--- config.mk ---
export PLATFORM = sky130hd
export DESIGN_NAME = rtc_bcd_core
export DESIGN_NICKNAME = d
export VERILOG_FILES = /design/src/rtl/rtc_pkg.sv /design/src/rtl/rtc_time_counter.sv /design/src/rtl/rtc_reg_file.sv /design/src/rtl/rtc_bcd_core.sv
export SDC_FILE = /design/constraint.sdc
export NUM_CORES = 1
export LEC_CHECK = 0
export CORE_MARGIN = 5
export CORE_UTILIZATION = 50
export DETAILED_ROUTE_END_ITERATION = 7
export HOLD_SLACK_MARGIN = 0.03
export PLACE_DENSITY = 0.71
export SLEW_MARGIN = 30
export SYNTH_ARGS = -nofsm -noshare
export SYNTH_HDL_FRONTEND = slang
export SYNTH_SLANG_ARGS = --single-unit
--- constraint.sdc ---
create_clock -name clk_i -period 2.51 [get_ports clk_i]
set_clock_uncertainty 0.05 [all_clocks]
set_input_delay 0.502 -clock clk_i [delete_from_list [all_inputs] [get_ports clk_i]]
set_output_delay 0.502 -clock clk_i [all_outputs]
set_load 0.05 [all_outputs]
--- src/rtl/rtc_pkg.sv ---
package rtc_pkg;
  typedef struct packed {
    logic [7:0] cent;
    logic [7:0] year;
    logic [7:0] month;
    logic [7:0] date;
    logic [7:0] day;
    logic [7:0] hour;
    logic [7:0] min;
    logic [7:0] sec;
  } rtc_time_t;

  localparam logic [3:0] OFF_SEC   = 4'hF;
  localparam logic [3:0] OFF_MIN   = 4'hE;
  localparam logic [3:0] OFF_HOUR  = 4'hD;
  localparam logic [3:0] OFF_DAY   = 4'hC;
  localparam logic [3:0] OFF_DATE  = 4'hB;
  localparam logic [3:0] OFF_MONTH = 4'hA;
  localparam logic [3:0] OFF_YEAR  = 4'h9;
  localparam logic [3:0] OFF_CTRL  = 4'h8;
  localparam logic [3:0] OFF_CENT  = 4'h1;

  localparam int CTRL_HALT   = 7;
  localparam int CTRL_FREEZE = 6;
  localparam logic [7:0] CTRL_MASK = 8'hDF;

  localparam rtc_time_t TIME_RST = '{cent: 8'h20, year: 8'h00, month: 8'h01,
                                     date: 8'h01, day: 8'h01, hour: 8'h00,
                                     min: 8'h00, sec: 8'h00};

  function automatic logic [7:0] bcd_inc(input logic [7:0] v);
    if (v[3:0] == 4'd9) return {v[7:4] + 4'd1, 4'd0};
    else                return v + 8'd1;
  endfunction

  // BCD year divisible by 4: odd tens need ones 2/6, even tens need 0/4/8
  function automatic logic is_leap(input logic [7:0] y);
    if (y[4]) return (y[3:0] == 4'd2) || (y[3:0] == 4'd6);
    else      return (y[3:0] == 4'd0) || (y[3:0] == 4'd4) || (y[3:0] == 4'd8);
  endfunction

  function automatic logic [7:0] last_date(input logic [7:0] m, input logic [7:0] y);
    case (m)
      8'h02:                      return is_leap(y) ? 8'h29 : 8'h28;
      8'h04, 8'h06, 8'h09, 8'h11: return 8'h30;
      default:                    return 8'h31;
    endcase
  endfunction
endpackage

--- src/rtl/rtc_time_counter.sv ---
module rtc_time_counter
  import rtc_pkg::*;
(
  input  logic      clk_i,
  input  logic      rst_ni,
  input  logic      tick_i,
  input  logic      load_i,
  input  rtc_time_t load_val_i,
  output rtc_time_t cnt_o
);
  rtc_time_t cnt_q, cnt_nxt;

  always_comb begin
    cnt_nxt = cnt_q;
    if (cnt_q.sec != 8'h59) cnt_nxt.sec = bcd_inc(cnt_q.sec);
    else begin
      cnt_nxt.sec = 8'h00;
      if (cnt_q.min != 8'h59) cnt_nxt.min = bcd_inc(cnt_q.min);
      else begin
        cnt_nxt.min = 8'h00;
        if (cnt_q.hour != 8'h23) cnt_nxt.hour = bcd_inc(cnt_q.hour);
        else begin
          cnt_nxt.hour = 8'h00;
          cnt_nxt.day  = (cnt_q.day >= 8'h07) ? 8'h01 : cnt_q.day + 8'd1;
          if (cnt_q.date < last_date(cnt_q.month, cnt_q.year))
            cnt_nxt.date = bcd_inc(cnt_q.date);
          else begin
            cnt_nxt.date = 8'h01;
            if (cnt_q.month != 8'h12) cnt_nxt.month = bcd_inc(cnt_q.month);
            else begin
              cnt_nxt.month = 8'h01;
              if (cnt_q.year != 8'h99) cnt_nxt.year = bcd_inc(cnt_q.year);
              else begin
                cnt_nxt.year = 8'h00;
                cnt_nxt.cent = (cnt_q.cent == 8'h99) ? 8'h00 : bcd_inc(cnt_q.cent);
              end
            end
          end
        end
      end
    end
  end

  always_ff @(posedge clk_i or negedge rst_ni) begin
    if (!rst_ni)     cnt_q <= TIME_RST;
    else if (load_i) cnt_q <= load_val_i;
    else if (tick_i) cnt_q <= cnt_nxt;
  end

  assign cnt_o = cnt_q;

  assert_hold_no_tick_R3: assert property (@(posedge clk_i) disable iff (!rst_ni)
    !tick_i && !load_i |=> $stable(cnt_q));
  assert_load_transfer_R9: assert property (@(posedge clk_i) disable iff (!rst_ni)
    load_i |=> cnt_q == $past(load_val_i));
  assert_dow_wrap_R5: assert property (@(posedge clk_i) disable iff (!rst_ni)
    tick_i && !load_i && cnt_q.day == 8'h07 && cnt_q.hour == 8'h23 &&
    cnt_q.min == 8'h59 && cnt_q.sec == 8'h59 |=> cnt_q.day == 8'h01);
  assert_sec_wrap_R4: assert property (@(posedge clk_i) disable iff (!rst_ni)
    tick_i && !load_i && cnt_q.sec == 8'h59 |=> cnt_q.sec == 8'h00);
endmodule

--- src/rtl/rtc_reg_file.sv ---
module rtc_reg_file
  import rtc_pkg::*;
(
  input  logic       clk_i,
  input  logic       rst_ni,
  input  logic       pwr_ok_i,
  input  logic       sel_i,
  input  logic [3:0] off_i,
  input  logic       we_i,
  input  logic [7:0] wdata_i,
  input  logic       re_i,
  input  logic       refresh_i,
  input  rtc_time_t  cnt_i,
  output rtc_time_t  vis_o,
  output logic       load_o,
  output logic [7:0] rd_data_o
);
  rtc_time_t  vis_q;
  logic [7:0] ctrl_q, rd_mux;
  logic       wr_ok, do_refresh;

  assign wr_ok      = we_i && sel_i && pwr_ok_i;
  assign do_refresh = refresh_i && !ctrl_q[CTRL_FREEZE] && !ctrl_q[CTRL_HALT];
  assign load_o     = wr_ok && (off_i == OFF_CTRL) && ctrl_q[CTRL_HALT] && !wdata_i[CTRL_HALT];

  always_comb begin
    rd_mux = 8'h00;
    if (sel_i) begin
      case (off_i)
        OFF_SEC:   rd_mux = vis_q.sec;
        OFF_MIN:   rd_mux = vis_q.min;
        OFF_HOUR:  rd_mux = vis_q.hour;
        OFF_DAY:   rd_mux = vis_q.day;
        OFF_DATE:  rd_mux = vis_q.date;
        OFF_MONTH: rd_mux = vis_q.month;
        OFF_YEAR:  rd_mux = vis_q.year;
        OFF_CTRL:  rd_mux = ctrl_q;
        OFF_CENT:  rd_mux = vis_q.cent;
        default:   rd_mux = 8'h00;
      endcase
    end
  end

  always_ff @(posedge clk_i or negedge rst_ni) begin
    if (!rst_ni) begin
      vis_q     <= TIME_RST;
      ctrl_q    <= 8'h00;
      rd_data_o <= 8'h00;
    end else begin
      if (wr_ok && off_i == OFF_CTRL) ctrl_q <= wdata_i & CTRL_MASK;
      if (do_refresh) vis_q <= cnt_i;
      else if (wr_ok) begin
        case (off_i)
          OFF_SEC:   vis_q.sec   <= wdata_i & 8'h7F;
          OFF_MIN:   vis_q.min   <= wdata_i & 8'h7F;
          OFF_HOUR:  vis_q.hour  <= wdata_i & 8'h3F;
          OFF_DAY:   vis_q.day   <= wdata_i & 8'h07;
          OFF_DATE:  vis_q.date  <= wdata_i & 8'h3F;
          OFF_MONTH: vis_q.month <= wdata_i & 8'h1F;
          OFF_YEAR:  vis_q.year  <= wdata_i;
          OFF_CENT:  vis_q.cent  <= wdata_i;
          default:   ;
        endcase
      end
      if (re_i) rd_data_o <= rd_mux;
    end
  end

  assign vis_o = vis_q;

  assert_no_write_unpowered_R11: assert property (@(posedge clk_i) disable iff (!rst_ni)
    !pwr_ok_i && !refresh_i |=> $stable(vis_q) && $stable(ctrl_q));
  assert_freeze_holds_R8: assert property (@(posedge clk_i) disable iff (!rst_ni)
    ctrl_q[CTRL_FREEZE] && !we_i |=> $stable(vis_q));
  assert_halt_holds_R9: assert property (@(posedge clk_i) disable iff (!rst_ni)
    ctrl_q[CTRL_HALT] && !we_i |=> $stable(vis_q));
  assert_read_hold_R2: assert property (@(posedge clk_i) disable iff (!rst_ni)
    !re_i |=> $stable(rd_data_o));
endmodule

--- src/rtl/rtc_bcd_core.sv ---
module rtc_bcd_core
  import rtc_pkg::*;
#(
  parameter int ADDR_W = 19
) (
  input  logic              clk_i,
  input  logic              rst_ni,
  input  logic              tick_i,
  input  logic              pwr_ok_i,
  input  logic [ADDR_W-1:0] addr_i,
  input  logic              we_i,
  input  logic [7:0]        wdata_i,
  input  logic              re_i,
  output logic [7:0]        rd_data_o
);
  localparam int OFF_W = 4;

  rtc_time_t cnt, vis;
  logic      load, tick_q, sel;

  assign sel = &addr_i[ADDR_W-1:OFF_W];

  // refresh trails the counter update by one cycle
  always_ff @(posedge clk_i or negedge rst_ni) begin
    if (!rst_ni) tick_q <= 1'b0;
    else         tick_q <= tick_i;
  end

  rtc_time_counter u_cnt (
    .clk_i      (clk_i),
    .rst_ni     (rst_ni),
    .tick_i     (tick_i),
    .load_i     (load),
    .load_val_i (vis),
    .cnt_o      (cnt)
  );

  rtc_reg_file u_regs (
    .clk_i     (clk_i),
    .rst_ni    (rst_ni),
    .pwr_ok_i  (pwr_ok_i),
    .sel_i     (sel),
    .off_i     (addr_i[OFF_W-1:0]),
    .we_i      (we_i),
    .wdata_i   (wdata_i),
    .re_i      (re_i),
    .refresh_i (tick_q),
    .cnt_i     (cnt),
    .vis_o     (vis),
    .load_o    (load),
    .rd_data_o (rd_data_o)
  );

  assert_ctrl_bit5_zero_R10: assert property (@(posedge clk_i) disable iff (!rst_ni)
    re_i && sel && addr_i[OFF_W-1:0] == OFF_CTRL |=> !rd_data_o[5]);
  assert_unmapped_zero_R2: assert property (@(posedge clk_i) disable iff (!rst_ni)
    re_i && !sel |=> rd_data_o == 8'h00);
endmodule

==> metrics.cfg <==
[outcome]
status=finished with violations
failed_checks=setup timing

[clocking]
clock_latency_ns=0.44
cts_buffer_depth=2
h-tree-depth=4
cts_buffers=17
cts_tree=done
clk_pin_slew_worst_paths_ns=0.06
cts_sinks=144
root_buffer=clkbuf_16

[synth]
syn_inst=995
async_reset_ff_share_pct=100
ys.flop_type=dfrtp_1
synth_top_area_cell=dfrtp_1
ys_ff_latch=144
synthDistinctLibCells=78
yosysSeqAreaShare_pct=40.2
synth_warnings=0
synth_area_leaders=dfrtp_1 (38%), mux2i_1 (8.4%), nand2_1 (5.1%)
yosysTopAreaCellShare_pct=37.9
syn_avg_cell_area_um2=9.03
syn_nets=1055
synth_edf_count=0
netlist_area_mm2=0.00898

[sta]
worstMarginPinSlew_ns=0.677
rsz0062_at_grt=yes
max_slew_margin_pct=54.8
fmax_mhz=377
min_period_ns=2.65
drv_slew=0
fin_ws_ns=-0.139
fin_crit_sh_pct=106
finalSetupViolCount=18
hold_viol=0

[placed_design]
placed_area_mm2=0.0103
placed_cells=1297
portBuffers=40
dp_hpwl_mm=18.7
gp_congestion=0.907

[min_path]
min_path_type=flop to flop
whs_path_depth=2

[layout]
fin_util_pct=63.1
final_common_cell=dfrtp_1
nNetsFinal=1158
fin_cells=1340
fin_area_mm2=0.0113
syn2layout_area_growth_pct=25.3
final_cell_mix=dfrtp_1 (136), nand2_1 (121), nor2_1 (88), buf_4 (88), o21ai_0 (79)
drive_above_1_share_pct=20.6
insertedDiodeCount=0

[global_route]
antenna_found_initial=0
grt_overflow=0
grt_max_degree=55
first_global_vias=7866
grt_first_pass_wirelength_mm=42.6
grt_usage_pct=26.6

[die]
core_area_mm2=0.0178
row_count=49
die_y_um=144
boundaryPins=41
die-width_um=144
die_area_mm2=0.0207
start_util_pct=50.3

[critical_path]
start_kind=flop
endpoint_kind=flop
cp.arrival_ns=2.95
cp_max_fo=7
r2r_cells=9
crit_required_ns=2.81
worst-setup-path-type=flop to flop

[routing]
dr_wl_met3_mm=1.55
routed_wirelength_mm=27.2
drtIter0Drc=757
wl_met2_mm=13.1
vias=8109
via_per_inst=6.05
ant_nets=0
drc=0
routed.top_layer=met4
drtPass1Iterations=5
wl_met1_mm=11.7
wire_per_inst_um=20.3

[power]
power_density_mw_per_mm2=536
leakagePower_uw=0.00534
ir_drop_uv=699

[run]
max_cap_viol_count=0

## cell families (layout without fill, tap and decap cells)
| logic type | after synthesis | count (layout) | synth area share (%) |
|---|---|---|---|
| adders and majority gates | 27 | 27 | 3.76 |
| muxes | 95 | 95 | 11.5 |
| and+or+nand+nor | 358 | 358 | 20.5 |
| buffers and inverters | 97 | 213 | 4.50 |
| AOI/OAI and AO/OA | 261 | 261 | 18.3 |
| xor gates and xnor gates | 13 | 13 | 1.27 |
| DFF | 144 | 144 | 40.2 |
## final cells by class
cell class / instances / area [um^2]
multi-input combinational: 754 / 5190
inverter: 32 / 120
clock buffer: 19 / 443
fill: 1441 / 6590
clock inverter: 13 / 185
sequential: 144 / 3610
tap: 229 / 287
timing repair buffer: 149 / 1410
## where the power goes
group	internal, uW	total, uW	switching, uW	leakage (uW)
sequential	2440	2580	144	0.00191
clock	1690	2720	1030	0.000304
combinational	326	728	402	0.00312
## synth_stat cells (all sizes together) (12+ instances only)
library cell	n
a21oi	80
nor3	27
nand3	38
clkbuf	46
buf	19
mux2i	75
a31oi	13
inv	32
o21ai	89
ha	27
nor2	90
nor2b	14
dfrtp	136
nand4	13
nand2	122
a211oi	12
mux2	15
## worst max-delay path: stages (launching register included)
cell     delay [ns]
dfrtp_1        0.40
nor4b_4        0.33
nand3_2        0.17
ha_4           0.30
nand3_4        0.09
o311a_4        0.41
a21oi_4        0.33
buf_12         0.18
a21oi_1        0.09
a21oi_1        0.19
## worst paths after layout
kind	startpoint	endpoint	slack, ns
worst max-delay path	u_cnt.cnt_o[42]	u_cnt.cnt_o[54]	-0.14
worst min register to register	u_regs.vis_o[24]	u_cnt.cnt_o[24]	0.46
worst min-delay path	u_regs.vis_o[24]	u_cnt.cnt_o[24]	0.46
worst max register to register	u_cnt.cnt_o[42]	u_cnt.cnt_o[54]	-0.14
min in group asynchronous	rst_ni	u_cnt.cnt_o[57]	0.54
max in group asynchronous	rst_ni	u_cnt.cnt_o[40]	1.18
## flip-flops by register name, indices dropped and copies added, names as in the netlist
register,count
u_regs.ctrl_q,7
u_regs.rd_data_o,8
tick_q,1
u_cnt.cnt_o,64
u_regs.vis_o,64
## what timing repair did
action                                 CTS  global route
setup endpoints to repair               29            29
endpoints found under the hold margin   45             0
hold buffers                             1             0
pin swaps                                9            34
buffers inserted                         2            10
cloned                                   0             0
resized for setup                        9            40
## through the flow
step                setup TNS (ns)  setup slack [ns]  hold WS, ns  total power [uW]
floorplan                        0            0.0232        0.156              2980
global placement             -1.65            -0.145        0.434              3310
detailed placement           -4.74            -0.180        0.446              3320
CTS                         -0.122           -0.0535        0.459              6050
global route                 -3.43            -0.213        0.478              6270
finish                       -1.06            -0.139        0.457              6030
## metal layers
layer | up-vias | track usage (%)
met1 | 3967 | 36.0
met5 | - | 0
met2 | 283 | 42.9
met3 | 65 | 5.16
met4 | 0 | 9.46
li1 | 3794 | -
Note: power is estimated with default switching activity, not from simulation.
